[src/rtl/tpm_pkg.sv]
package tpm_pkg;
  localparam int REG_W   = 8;
  localparam int EN_HI   = 7;
  localparam int EN_LO   = 4;
  localparam int NUM_SRC = EN_HI - EN_LO + 1;

  typedef enum logic [1:0] {
    PS_DIV1  = 2'b00,
    PS_DIV4  = 2'b01,
    PS_DIV8  = 2'b10,
    PS_DIV16 = 2'b11
  } presc_e;

  // last divider count value for each ratio
  function automatic logic [3:0] term_of(presc_e s);
    case (s)
      PS_DIV1:  term_of = 4'd0;
      PS_DIV4:  term_of = 4'd3;
      PS_DIV8:  term_of = 4'd7;
      default:  term_of = 4'd15;
    endcase
  endfunction
endpackage

[src/rtl/tpm_mask_reg.sv]
module tpm_mask_reg
  import tpm_pkg::*;
#(
  parameter int WIN_CYC = 64
) (
  input  logic                clk,
  input  logic                rst_n,
  input  logic                wr_hit,
  input  logic [REG_W-1:0]    wdata,
  input  logic                special_mode,
  output logic [NUM_SRC-1:0]  en_q,
  output presc_e              pr_q
);
  localparam int WCW = $clog2(WIN_CYC + 1);

  logic [WCW-1:0]     win_q, win_d;
  logic               done_q, done_d;
  logic [NUM_SRC-1:0] en_d;
  presc_e             pr_d;
  logic               win_live, win_open, pr_take;

  always_comb begin
    win_live = (win_q < WCW'(WIN_CYC));
    win_open = win_live && !done_q;
    pr_take  = wr_hit && (special_mode || win_open);
    en_d     = wr_hit ? wdata[EN_HI:EN_LO] : en_q;
    pr_d     = pr_take ? presc_e'(wdata[1:0]) : pr_q;
    done_d   = done_q | (wr_hit && !special_mode && win_open);
    win_d    = win_live ? win_q + WCW'(1) : win_q;
  end

  always_ff @(posedge clk or negedge rst_n) begin
    if (!rst_n) begin
      win_q  <= '0;
      done_q <= 1'b0;
      en_q   <= '0;
      pr_q   <= PS_DIV1;
    end else begin
      win_q  <= win_d;
      done_q <= done_d;
      en_q   <= en_d;
      pr_q   <= pr_d;
    end
  end


  sel_locked_chk: assert property (@(posedge clk) disable iff (!rst_n)
    (!special_mode && !win_open) |=> $stable(pr_q));

  one_write_chk: assert property (@(posedge clk) disable iff (!rst_n)
    (wr_hit && !special_mode && win_open) |=> done_q);

  en_take_chk: assert property (@(posedge clk) disable iff (!rst_n)
    wr_hit |=> (en_q == $past(wdata[EN_HI:EN_LO])));
endmodule

[src/rtl/tpm_prescaler.sv]
module tpm_prescaler
  import tpm_pkg::*;
#(
  parameter int PCW = 4
) (
  input  logic   clk,
  input  logic   rst_n,
  input  presc_e pr_sel,
  output logic   tick
);
  presc_e         act_q, act_d;
  logic [PCW-1:0] pc_q, pc_d;
  logic           tc;

  always_comb begin
    tc    = (pc_q == PCW'(term_of(act_q)));
    pc_d  = tc ? '0 : pc_q + PCW'(1);
    act_d = tc ? pr_sel : act_q;
    tick  = tc;
  end

  always_ff @(posedge clk or negedge rst_n) begin
    if (!rst_n) begin
      pc_q  <= '0;
      act_q <= PS_DIV1;
    end else begin
      pc_q  <= pc_d;
      act_q <= act_d;
    end
  end


  ratio_hold_chk: assert property (@(posedge clk) disable iff (!rst_n)
    !tc |=> $stable(act_q));

  div1_tick_chk: assert property (@(posedge clk) disable iff (!rst_n)
    (act_q == PS_DIV1) |-> tick);
endmodule

[src/rtl/tpm_freerun.sv]
module tpm_freerun #(
  parameter int CW = 16
) (
  input  logic          clk,
  input  logic          rst_n,
  input  logic          tick,
  input  logic          ovf_clr,
  output logic [CW-1:0] cnt_q,
  output logic          ovf_q
);
  logic [CW-1:0] cnt_d;
  logic          ovf_d, wrap;

  always_comb begin
    wrap  = tick && (cnt_q == '1);
    cnt_d = tick ? cnt_q + CW'(1) : cnt_q;
    if (wrap)         ovf_d = 1'b1;
    else if (ovf_clr) ovf_d = 1'b0;
    else              ovf_d = ovf_q;
  end

  always_ff @(posedge clk or negedge rst_n) begin
    if (!rst_n) begin
      cnt_q <= '0;
      ovf_q <= 1'b0;
    end else begin
      cnt_q <= cnt_d;
      ovf_q <= ovf_d;
    end
  end


  wrap_set_chk: assert property (@(posedge clk) disable iff (!rst_n)
    wrap |=> (ovf_q && cnt_q == '0));

  clr_chk: assert property (@(posedge clk) disable iff (!rst_n)
    (ovf_clr && !wrap) |=> !ovf_q);

  no_tick_chk: assert property (@(posedge clk) disable iff (!rst_n)
    !tick |=> $stable(cnt_q));
endmodule

[src/rtl/tmr_presc_mask.sv]
module tmr_presc_mask
  import tpm_pkg::*;
#(
  parameter int CNT_W   = 16,
  parameter int WIN_CYC = 64,
  parameter int PRE_W   = 4
) (
  input  logic               clk,
  input  logic               rst_n,
  input  logic               reg_sel,
  input  logic               reg_wr,
  input  logic [REG_W-1:0]   reg_wdata,
  output logic [REG_W-1:0]   reg_rdata,
  input  logic               special_mode,
  input  logic [NUM_SRC-2:0] ext_flags,
  input  logic               ovf_clr,
  output logic [CNT_W-1:0]   cnt_value,
  output logic               ovf_flag,
  output logic [NUM_SRC-1:0] irq_vec,
  output logic               irq_any
);
  logic [NUM_SRC-1:0] en;
  presc_e             pr;
  logic               tick, wr_hit;

  assign wr_hit = reg_sel && reg_wr;

  tpm_mask_reg #(.WIN_CYC(WIN_CYC)) u_reg (
    .clk(clk), .rst_n(rst_n), .wr_hit(wr_hit), .wdata(reg_wdata),
    .special_mode(special_mode), .en_q(en), .pr_q(pr)
  );

  tpm_prescaler #(.PCW(PRE_W)) u_pre (
    .clk(clk), .rst_n(rst_n), .pr_sel(pr), .tick(tick)
  );

  tpm_freerun #(.CW(CNT_W)) u_cnt (
    .clk(clk), .rst_n(rst_n), .tick(tick), .ovf_clr(ovf_clr),
    .cnt_q(cnt_value), .ovf_q(ovf_flag)
  );

  always_comb begin
    irq_vec   = {ovf_flag, ext_flags} & en;
    irq_any   = |irq_vec;
    reg_rdata = reg_sel ? {en, 2'b00, pr} : '0;
  end


  ovf_mask_chk: assert property (@(posedge clk) disable iff (!rst_n)
    !en[NUM_SRC-1] |-> !irq_vec[NUM_SRC-1]);

  gap_zero_chk: assert property (@(posedge clk) disable iff (!rst_n)
    reg_rdata[3:2] == 2'b00);
endmodule

[config.mk]
export PLATFORM = sky130hd
export DESIGN_NAME = tmr_presc_mask
export DESIGN_NICKNAME = d
export VERILOG_FILES = /design/src/rtl/tpm_pkg.sv /design/src/rtl/tpm_mask_reg.sv /design/src/rtl/tpm_prescaler.sv /design/src/rtl/tpm_freerun.sv /design/src/rtl/tmr_presc_mask.sv
export SDC_FILE = /design/constraint.sdc
export NUM_CORES = 1
export LEC_CHECK = 0
export BUFFER_PORTS_ARGS = -buffer_cell sky130_fd_sc_hd__buf_2
export CAP_MARGIN = 5
export CORE_MARGIN = 1
export CORE_UTILIZATION = 45
export DETAILED_ROUTE_END_ITERATION = 10
export PLACE_DENSITY = 0.72
export SETUP_SLACK_MARGIN = 0.5
export SYNTH_ARGS = -nofsm -noshare
export SYNTH_HDL_FRONTEND = slang
export SYNTH_SLANG_ARGS = --single-unit
[constraint.sdc]
create_clock -name clk -period 1.9 [get_ports clk]
set_input_delay 0.38 -clock clk [delete_from_list [all_inputs] [get_ports clk]]
set_output_delay 0.38 -clock clk [all_outputs]
set_load 0.01 [all_outputs]
### After elaboration in Yosys (flattened, before gate mapping)

Index checks and enable logic that the tools add are counted.

| cells by class | value |
|---|---|
| add/subtract/negate cells | 3 |
| magnitude comparators | 1 |
| equal/unequal tests | 4 |
| multiplexer cells | 5 |
| bitwise operators | 2 |
| reductions and logical operators | 12 |

Operators with widths:

| kind | count |
|---|---|
| adder 16 x 1 -> 16 bit, second input constant | 1 |
| == test 16 bit, second input constant | 1 |
| case mux 4 bit (3 select lines) | 1 |
| 2-to-1 mux 8 bit | 1 |
| adder 7 x 1 -> 7 bit, second input constant | 1 |
| less-than comparator 7 bit, second input constant | 1 |
| logical AND 1 bit | 6 |
| adder 4 x 1 -> 4 bit, second input constant | 1 |
| bitwise AND 4 bit | 1 |
| == test 4 bit | 1 |
| 2-to-1 mux 4 bit | 1 |
| OR reduction 4 bit | 1 |
| == test 2 x 1 -> 1 bit, second input constant | 1 |
| == test 2 bit, second input constant | 1 |
| zero test 1 bit | 2 |
| zero test 2 bit | 1 |
| 2-to-1 mux 1 bit | 2 |
| nonzero test 2 bit | 1 |
| logical OR 1 bit | 1 |
| bitwise OR 1 bit | 1 |

| word-level totals | value |
|---|---|
| flip-flop bits (word level) | 37 |
| input bits | 17 |
| output and inout port bits | 30 |
| word-level logic and storage cells | 35 |

### Logic depth before layout (Yosys ltp)

Gate-level depths: netlist (run 1).

| logic depth | value |
|---|---|
| word-level depth | 5 |
| gate-level depth with buffers | 5 |
| mapped depth without buffers | 5 |

### Hierarchy

A second synthesis (run 1) with hierarchy kept.

| unflattened totals | value |
|---|---|
| cells, all modules | 140 |
| area total of the unflattened synthesis | 1,776.7 sq um |

By module, submodules not included:

| module | instances | cells an instance | area an instance (sq um) | sequential area each (sq um) |
|---|---|---|---|---|
| tpm_freerun | 1 | 62 | 817.0 | 425.4 |
| tpm_mask_reg | 1 | 40 | 576.8 | 350.3 |
| tpm_prescaler | 1 | 23 | 281.5 | 150.1 |
| tmr_presc_mask | 1 | 15 | 101.3 | 0.0 |

### Worst setup path before layout (run 1)

Ideal clock, no wire load.

| timing | value |
|---|---|
| path type | reg2reg |
| from | register u_pre.act_q[0] |
| to | register u_cnt.cnt_q[1] |
| setup time | 125 ps |
| data arrival time | 1,715 ps |
| data required time | 1,775 ps |
| slack | 60 ps |
| stages on the path, launching flop included | 6 |
| buffers on the path | 1 |
| clock period less this slack | 1,840 ps |
| path through | dfrtp_1 or4_4 nor3_4 or2_1 buf_6 mux2_4 |

| between the ends | value |
|---|---|
| longest elaborated chain between the ends | 3 |
| elaborated cells between the ends (all ways) | 5 |
| classes of those cells | eq/ne: 3; mux: 1; reduce/logical: 1 |

RTL lines:

| item | RTL line | source |
|---|---|---|
| from (decl) | tpm_prescaler.sv:11 | `presc_e act_q, act_d;` |
| from (signal assigned) | tpm_prescaler.sv:28 | `act_q <= act_d;` |
| == test 2 bit (tied with other cells) | tpm_pkg.sv:16 | `case (s)` |
| case mux 4 bit (3 select lines) (*) | tpm_pkg.sv:16 |  |
| == test 4 bit (*) | tpm_prescaler.sv:16 | `tc = (pc_q == PCW'(term_of(act_q)));` |
| to (signal assigned) | tpm_freerun.sv:27 | `cnt_q <= cnt_d;` |
| to (decl) | tpm_freerun.sv:8 | `output logic [CW-1:0] cnt_q,` |

Every way passes the cells marked *; elsewhere a longest branch is shown, timed or not.
A chain may end at the register's enable or synchronous reset.

### Worst setup path after layout (run 1)

| timing | value |
|---|---|
| from | register u_cnt.ovf_q |
| to | output port irq_any |

| between the ends | value |
|---|---|
| longest elaborated chain between the ends | 2 |

RTL lines:

| item | RTL line | source |
|---|---|---|
| from (decl) | tpm_freerun.sv:9 | `output logic ovf_q` |
| from (signal assigned) | tpm_freerun.sv:28 | `ovf_q <= ovf_d;` |
| bitwise AND 4 bit | tmr_presc_mask.sv:43 | `irq_vec = {ovf_flag, ext_flags} & en;` |
| OR reduction 4 bit | tmr_presc_mask.sv:44 | `irq_any = \|irq_vec;` |
| to (decl) | tmr_presc_mask.sv:20 | `output logic irq_any` |

No other way between the ends.

==> flow_summary.ini, run 1 <==
[placed_design]
portBuffers = 42
placed_area_sq_um = 2070
gp_congestion = 0.747
dp_hpwl_microns = 2310
place_ws_ns = 0.0264

[power_and_ir_drop]
pwr-share-clk = 0.251
p_seq_frac = 0.389
vdd_ir_drop_max_mv = 0.676
p_leak_uw = 0.00120
p_int_uw = 1950
p_per_area_nw_per_um2 = 1120
combPwrFrac = 0.359
switchingPower_uw = 882
p_sw_frac = 0.311

[critical_path]
path_class = reg2out
worstSetupEndpointType = primary output
cp-startpoint = u_cnt.ovf_q$_DFFE_PN0P_
start_kind = flip-flop
r2r_slack_ns = 0.07
critPathMaxFanout = 2
arrival_ns = 1.48
timing.rr.start = u_pre.pc_q[3]$_DFF_PN0_
critPathRequiredTime_ns = 1.52
ff2ff_path_depth = 6

[layout]
antenna_cells = 0
drive_above_1_share = 0.521
area_delta_synth_final_pct = 40.7
nets = 232
postLayoutCellArea_sq_um = 2520

[yosys]
yosys_warnings = 0
yosys_register_bits = 37
synth_common_cells = 37 x dfrtp_1, 19 x xnor2_1, 11 x and2_1, 7 x mux2_2
synthTopCellsByArea = dfrtp_1 52%, xnor2_1 9.3%, mux2_2 4.4%, and2_1 3.8%, mux2_4 2.5%
syn_area_sq_um = 1790
async_flop_share = 1.00
yosysSeqAreaShare = 0.516
synth_area_leader_cell = dfrtp_1
synth_top_area_share = 0.516
synth_cell_types = 37
ys.flop_type = dfrtp_1
synthesis.instances = 142
synth.avg_cell_area_sq_um = 12.6
yosysMostFrequentCell = dfrtp_1
synth_edf_count = 0

[job]
drv_cap = 0

[route]
vias = 1353
drt_wl_total_microns = 3890
wire_per_inst_microns = 14.9
first_pass_iters = 4
drt_iter0_drc = 55
via_per_inst = 5.18
postRouteAntennaNets = 0
drc = 0

[timing]
fin_crit_sh = 0.977
clock_skew_ns = 0.00862
timing.final.ws_setup_ns = 0.0432
hold_viol_final = 0
fmax_ghz = 0.539
rsz0062_at_grt = yes
tightest_slew_ns = 0.577
fin_crit_ns = 1.86
setup_violations = 0
max_slew_margin = 0.614
drv_slew = 0

[cts]
h-tree-depth = 2
cts_tree = done
root_buffer = clkbuf_8
worstSkewPairLatency_ns = 0.29
cts-buffers-inserted = 5
max-clock-path-buffers = 2
clock-sinks = 37
clkTransAtPathRegs_ns = 0.08
cts-hold-fix-buffers = 0

[grt]
grt_remaining_overflow = 0
use_met2 = 0.328
groute.usage.overall = 0.196
grt_pass1_vias = 1340
busiest_layer = met2
use_met3 = 0.0573
grt_start_max_net_pins = 38
met1_usage = 0.248
grt_pass1_wl_microns = 6310
antenna_found_initial = 0

[floorplan]
initial_core_util = 0.479
die_h_microns = 65.1
rows = 22
core_sq_um = 3740
ios = 47
dieArea_sq_um = 4240
die_w_microns = 65.1

[status]
status = complete, no violations

[hold_path]
hold_path.class = in2async
## routing by layer
metal / share of wire / vias to the layer above
met4: 0.014 / 0
met1: 0.44 / 654
met2: 0.50 / 46
li1: - / 646
met3: 0.050 / 7
met5: 0 / -
## final timing paths
check	endpoint
max	irq_any
min	u_reg.pr_q[0]$_DFFE_PN0P_
max reg2reg	u_cnt.cnt_q[12]$_DFFE_PN0N_
min reg2reg	u_reg.win_q[5]$_DFFE_PN0N_
max in group asynchronous	u_cnt.cnt_q[6]$_DFFE_PN0N_
min in group clk	u_cnt.ovf_q$_DFFE_PN0P_
## area by class of cell
type | instances | area, sq um
repair buffers | 68 | 497
multi-input cells | 98 | 912
inverters | 2 | 7.51
well taps | 48 | 60.1
fillers | 293 | 1220
clock buffers | 6 | 82.6
clock inverters | 2 | 37.5
flip-flops and latches | 37 | 926
## critical path, cell delays in order (launching register included)
cell and delay, ns:
dfrtp_1 0.39, and2_4 0.16, or4_4 0.50, buf_6 0.14
## stage by stage
step | hold WS [ns] | power, uW | utilization | TNS [ns] | cells
floorplan | 0.0844 | 1560 | - | 0 | 143
global placement | 0.357 | 1710 | 0.553 | 0 | 231
detailed placement | 0.359 | 1740 | 0.553 | 0 | 231
CTS | 0.0525 | 2710 | 0.636 | 0 | 254
global route | 0.0539 | 2990 | 0.674 | -0.00728 | 261
finish | 0.0474 | 2830 | 0.674 | 0 | 261
## cell families (layout without fill, tap and decap cells)
| logic type | count (synthesis) | in the layout | share of synthesized area |
|---|---|---|---|
| xor gates and xnor gates | 22 | 22 | 0.107 |
| other | 1 | 2 | 0.00209 |
| DFF | 37 | 37 | 0.516 |
| AOI/OAI and AO/OA | 19 | 19 | 0.0977 |
| adders and majority gates | 3 | 3 | 0.0209 |
| and+or+nand+nor | 42 | 42 | 0.153 |
| buffers and inverters | 8 | 78 | 0.0335 |
| muxes | 10 | 10 | 0.0691 |
## power by group through the flow
| stage | clock (uW) | combinational, uW | sequential, uW |
|---|---|---|---|
| floorplan | 0 | 448 | 1110 |
| global placement | 0 | 613 | 1100 |
| detailed placement | 0 | 625 | 1120 |
| CTS | 723 | 898 | 1090 |
| global route | 763 | 1100 | 1120 |
| finish | 712 | 1020 | 1100 |
## placed cells by master (no fill, tap or decap), types with 2 or more instances in the layout
| cell type | n |
|---|---|
| buf_2 | 40 |
| dfrtp_1 | 37 |
| xnor2_1 | 19 |
| buf_4 | 14 |
| buf_6 | 11 |
| and2_1 | 7 |
| mux2_2 | 7 |
| clkbuf_8 | 6 |
| and3_1 | 5 |
| nand2_1 | 4 |
| and2_4 | 4 |
| nand3_1 | 4 |
| and4_1 | 4 |
| nor2_2 | 3 |
| xor2_1 | 3 |
| o211ai_2 | 3 |
| mux2_4 | 3 |
| o2111ai_4 | 3 |
| o211ai_1 | 3 |
| ha_1 | 3 |
| or4_4 | 2 |
| inv_1 | 2 |
| nor2_1 | 2 |
| o21bai_1 | 2 |
| o21ai_2 | 2 |
| conb_1 | 2 |
| buf_12 | 2 |
## state kept, by name (all words and copies together), names as in the netlist
register and cells:
u_cnt.cnt_q 16, u_cnt.ovf_q 1, u_pre.act_q 2, u_pre.pc_q 4, u_reg.done_q 1, u_reg.en_q 4
u_reg.pr_q 2, u_reg.win_q 7
## repair_timing
action,in CTS,in global routing
resized for setup,19,14
cloned,2,0
pin swaps,17,16
setup endpoints to repair,23,28
buffers inserted,13,7
hold endpoints to repair,0,0
(Power assumes the default switching activity.)
==> inputs of run 2 (changes only) <==
--- a/config.mk
+++ b/config.mk
@@ -12,6 +12,7 @@
 export DETAILED_ROUTE_END_ITERATION = 10
 export PLACE_DENSITY = 0.72
 export SETUP_SLACK_MARGIN = 0.5
+export SLEW_MARGIN = 20
 export SYNTH_ARGS = -nofsm -noshare
 export SYNTH_HDL_FRONTEND = slang
 export SYNTH_SLANG_ARGS = --single-unit
==> constraint.sdc (replaced) <==
create_clock -name clk -period 1.9 [get_ports clk]
set_input_delay 0.095 -clock clk [delete_from_list [all_inputs] [get_ports clk]]
set_output_delay 0.095 -clock clk [all_outputs]
set_load 0.01 [all_outputs]
==> run 2 against run 1 <==
Sequential share of layout area is 4.4 points higher. Die area stayed put. Critical path type is now reg2reg. Global-route usage is 0.62 points lower. Worst setup slack better by 0.050 ns.
==> flow_summary.ini, run 2 (same netlist as run 1, synthesis figures left out) <==
[layout]
area_delta_synth_final_pct = 25.7
drive_above_1_share = 0.437
final_cells = 245
largest_reg_flops = 16
largestRegisters = u_cnt.cnt_q x16, u_reg.win_q x7
antenna_cells = 0
top_register = u_cnt.cnt_q
layout_commonest_cell = buf_2
nets = 218
postLayoutCellArea_sq_um = 2250
final_cell_mix = 42 x buf_2, 36 x dfrtp_1, 19 x xnor2_1, 11 x and2_1, 8 x buf_4

[cts]
cts_tree = done
max-clock-path-buffers = 2
cts-buffers-inserted = 5
worstSkewPairLatency_ns = 0.28
root_buffer = clkbuf_8
clock-sinks = 37
h-tree-depth = 2
clkTransAtPathRegs_ns = 0.07

[power_and_ir_drop]
p_int_uw = 1580
switchingPower_uw = 761
p_seq_frac = 0.466
vdd_ir_drop_max_mv = 0.511
combPwrFrac = 0.324
p_per_area_nw_per_um2 = 1040
p_sw_frac = 0.325
p_leak_uw = 0.00108
pwr-share-clk = 0.210

[status]
status = complete, no violations

[timing]
finalSetupTns_ns = 0
drv_slew = 0
timing.final.ws_setup_ns = 0.0935
hold_ws_ns = 0.0163
fin_crit_ns = 1.81
tightest_slew_ns = 0.785
setup_violations = 0
max_slew_margin = 0.476
fin_crit_sh = 0.951
fmax_ghz = 0.554
rsz0062_at_grt = yes
clock_skew_ns = 0.00573
hold_viol_final = 0

[critical_path]
path_class = reg2reg
path_cells = or4_4 -> nor3_4 -> or2_4 -> mux2_4
arrival_ns = 1.98
start_kind = flip-flop
cp_num_buf_inv = 0
worstSetupEndpointType = flip-flop
critPathMaxFanout = 4
critPathRequiredTime_ns = 2.07
slowest_delay_ns = 0.56
cp_top_family = simple AND/OR/NAND/NOR gates
cp_slowest_cell = or4_4

[route]
drt_wl_total_microns = 3580
postRouteAntennaNets = 0
via_per_inst = 5.27
first_pass_iters = 4
wire_per_inst_microns = 14.6
vias = 1291
drt_iter0_drc = 26
drc = 0

[placed_design]
gp_congestion = 0.801
dp_cells = 232
place_ws_ns = 0.0262
portBuffers = 42
placed_area_sq_um = 2060
dp_hpwl_microns = 2510

[grt]
antenna_found_initial = 0
grt_start_max_net_pins = 38
grt_pass1_wl_microns = 6030
grt_remaining_overflow = 0
grt_pass1_vias = 1323
groute.usage.overall = 0.190

[floorplan]
dieArea_sq_um = 4240
die_w_microns = 65.1
core_sq_um = 3740
ios = 47
rows = 22
die_h_microns = 65.1
initial_core_util = 0.479

[job]
drv_cap = 0

[hold_path]
hold_path.class = in2reg
[run 2: through the flow]
step	power, uW	util
after floorplan	1550	-
after global placement	1730	0.550
after detailed placement	1780	0.550
after CTS	2340	0.595
after global routing	2480	0.602
final	2340	0.602
[run 2: final cells by class]
class,count,area [sq um]
sequential,37,927
inverter,2,7.51
fill,307,1490
multi-input combinational,98,868
clock buffer,5,68.8
tap,48,60.1
clock inverter,1,5.00
timing repair buffer,54,317
[run 2: power by group through the flow]
stage | clock network, uW | logic, uW | registers [uW]
2_1_floorplan | 0 | 445 | 1110
3_3_place_gp | 0 | 642 | 1090
3_5_place_dp | 0 | 674 | 1100
4_1_cts | 504 | 747 | 1090
5_1_grt | 537 | 833 | 1110
6_report | 490 | 759 | 1090
[run 2: path summary, 6_finish.rpt]
path | from | to | slack (ns) | cells after the start
max | u_pre.act_q[0]$_DFFE_PN0N_ | u_pre.act_q[1]$_DFFE_PN0N_ | 0.09 | 4
min | special_mode | u_reg.done_q$_DFF_PN0_ | 0.02 | 2
max reg2reg | u_pre.act_q[0]$_DFFE_PN0N_ | u_pre.act_q[1]$_DFFE_PN0N_ | 0.09 | 4
min reg2reg | u_reg.done_q$_DFF_PN0_ | u_reg.done_q$_DFF_PN0_ | 0.48 | 2
max in group asynchronous | rst_n | u_reg.win_q[6]$_DFFE_PN0N_ | 0.93 | 2
min in group asynchronous | rst_n | u_pre.act_q[0]$_DFFE_PN0N_ | 0.42 | 2
[run 2: worst reg2reg max path: stages (launching register included)]
cell     delay, ns
dfrtp_1       0.42
or4_4         0.56
nor3_4        0.21
or2_4         0.20
mux2_4        0.30
[run 2: per-layer routing]
metal,track usage,share of wire,up-vias
met4,0.0571,0.011,0
li1,-,-,609
met2,0.322,0.53,15
met3,0.0573,0.025,5
met1,0.234,0.43,662
met5,0,0,-
[run 2: timing repair]
item / 4_1_cts / 5_1_grt
cloned: 1 / 0
resized for setup: 11 / 3
buffers inserted: 3 / 1
hold buffers: 2 / 0
endpoints found under the setup margin: 23 / 24
endpoints found under the hold margin: 38 / 0
pin swaps: 14 / 5
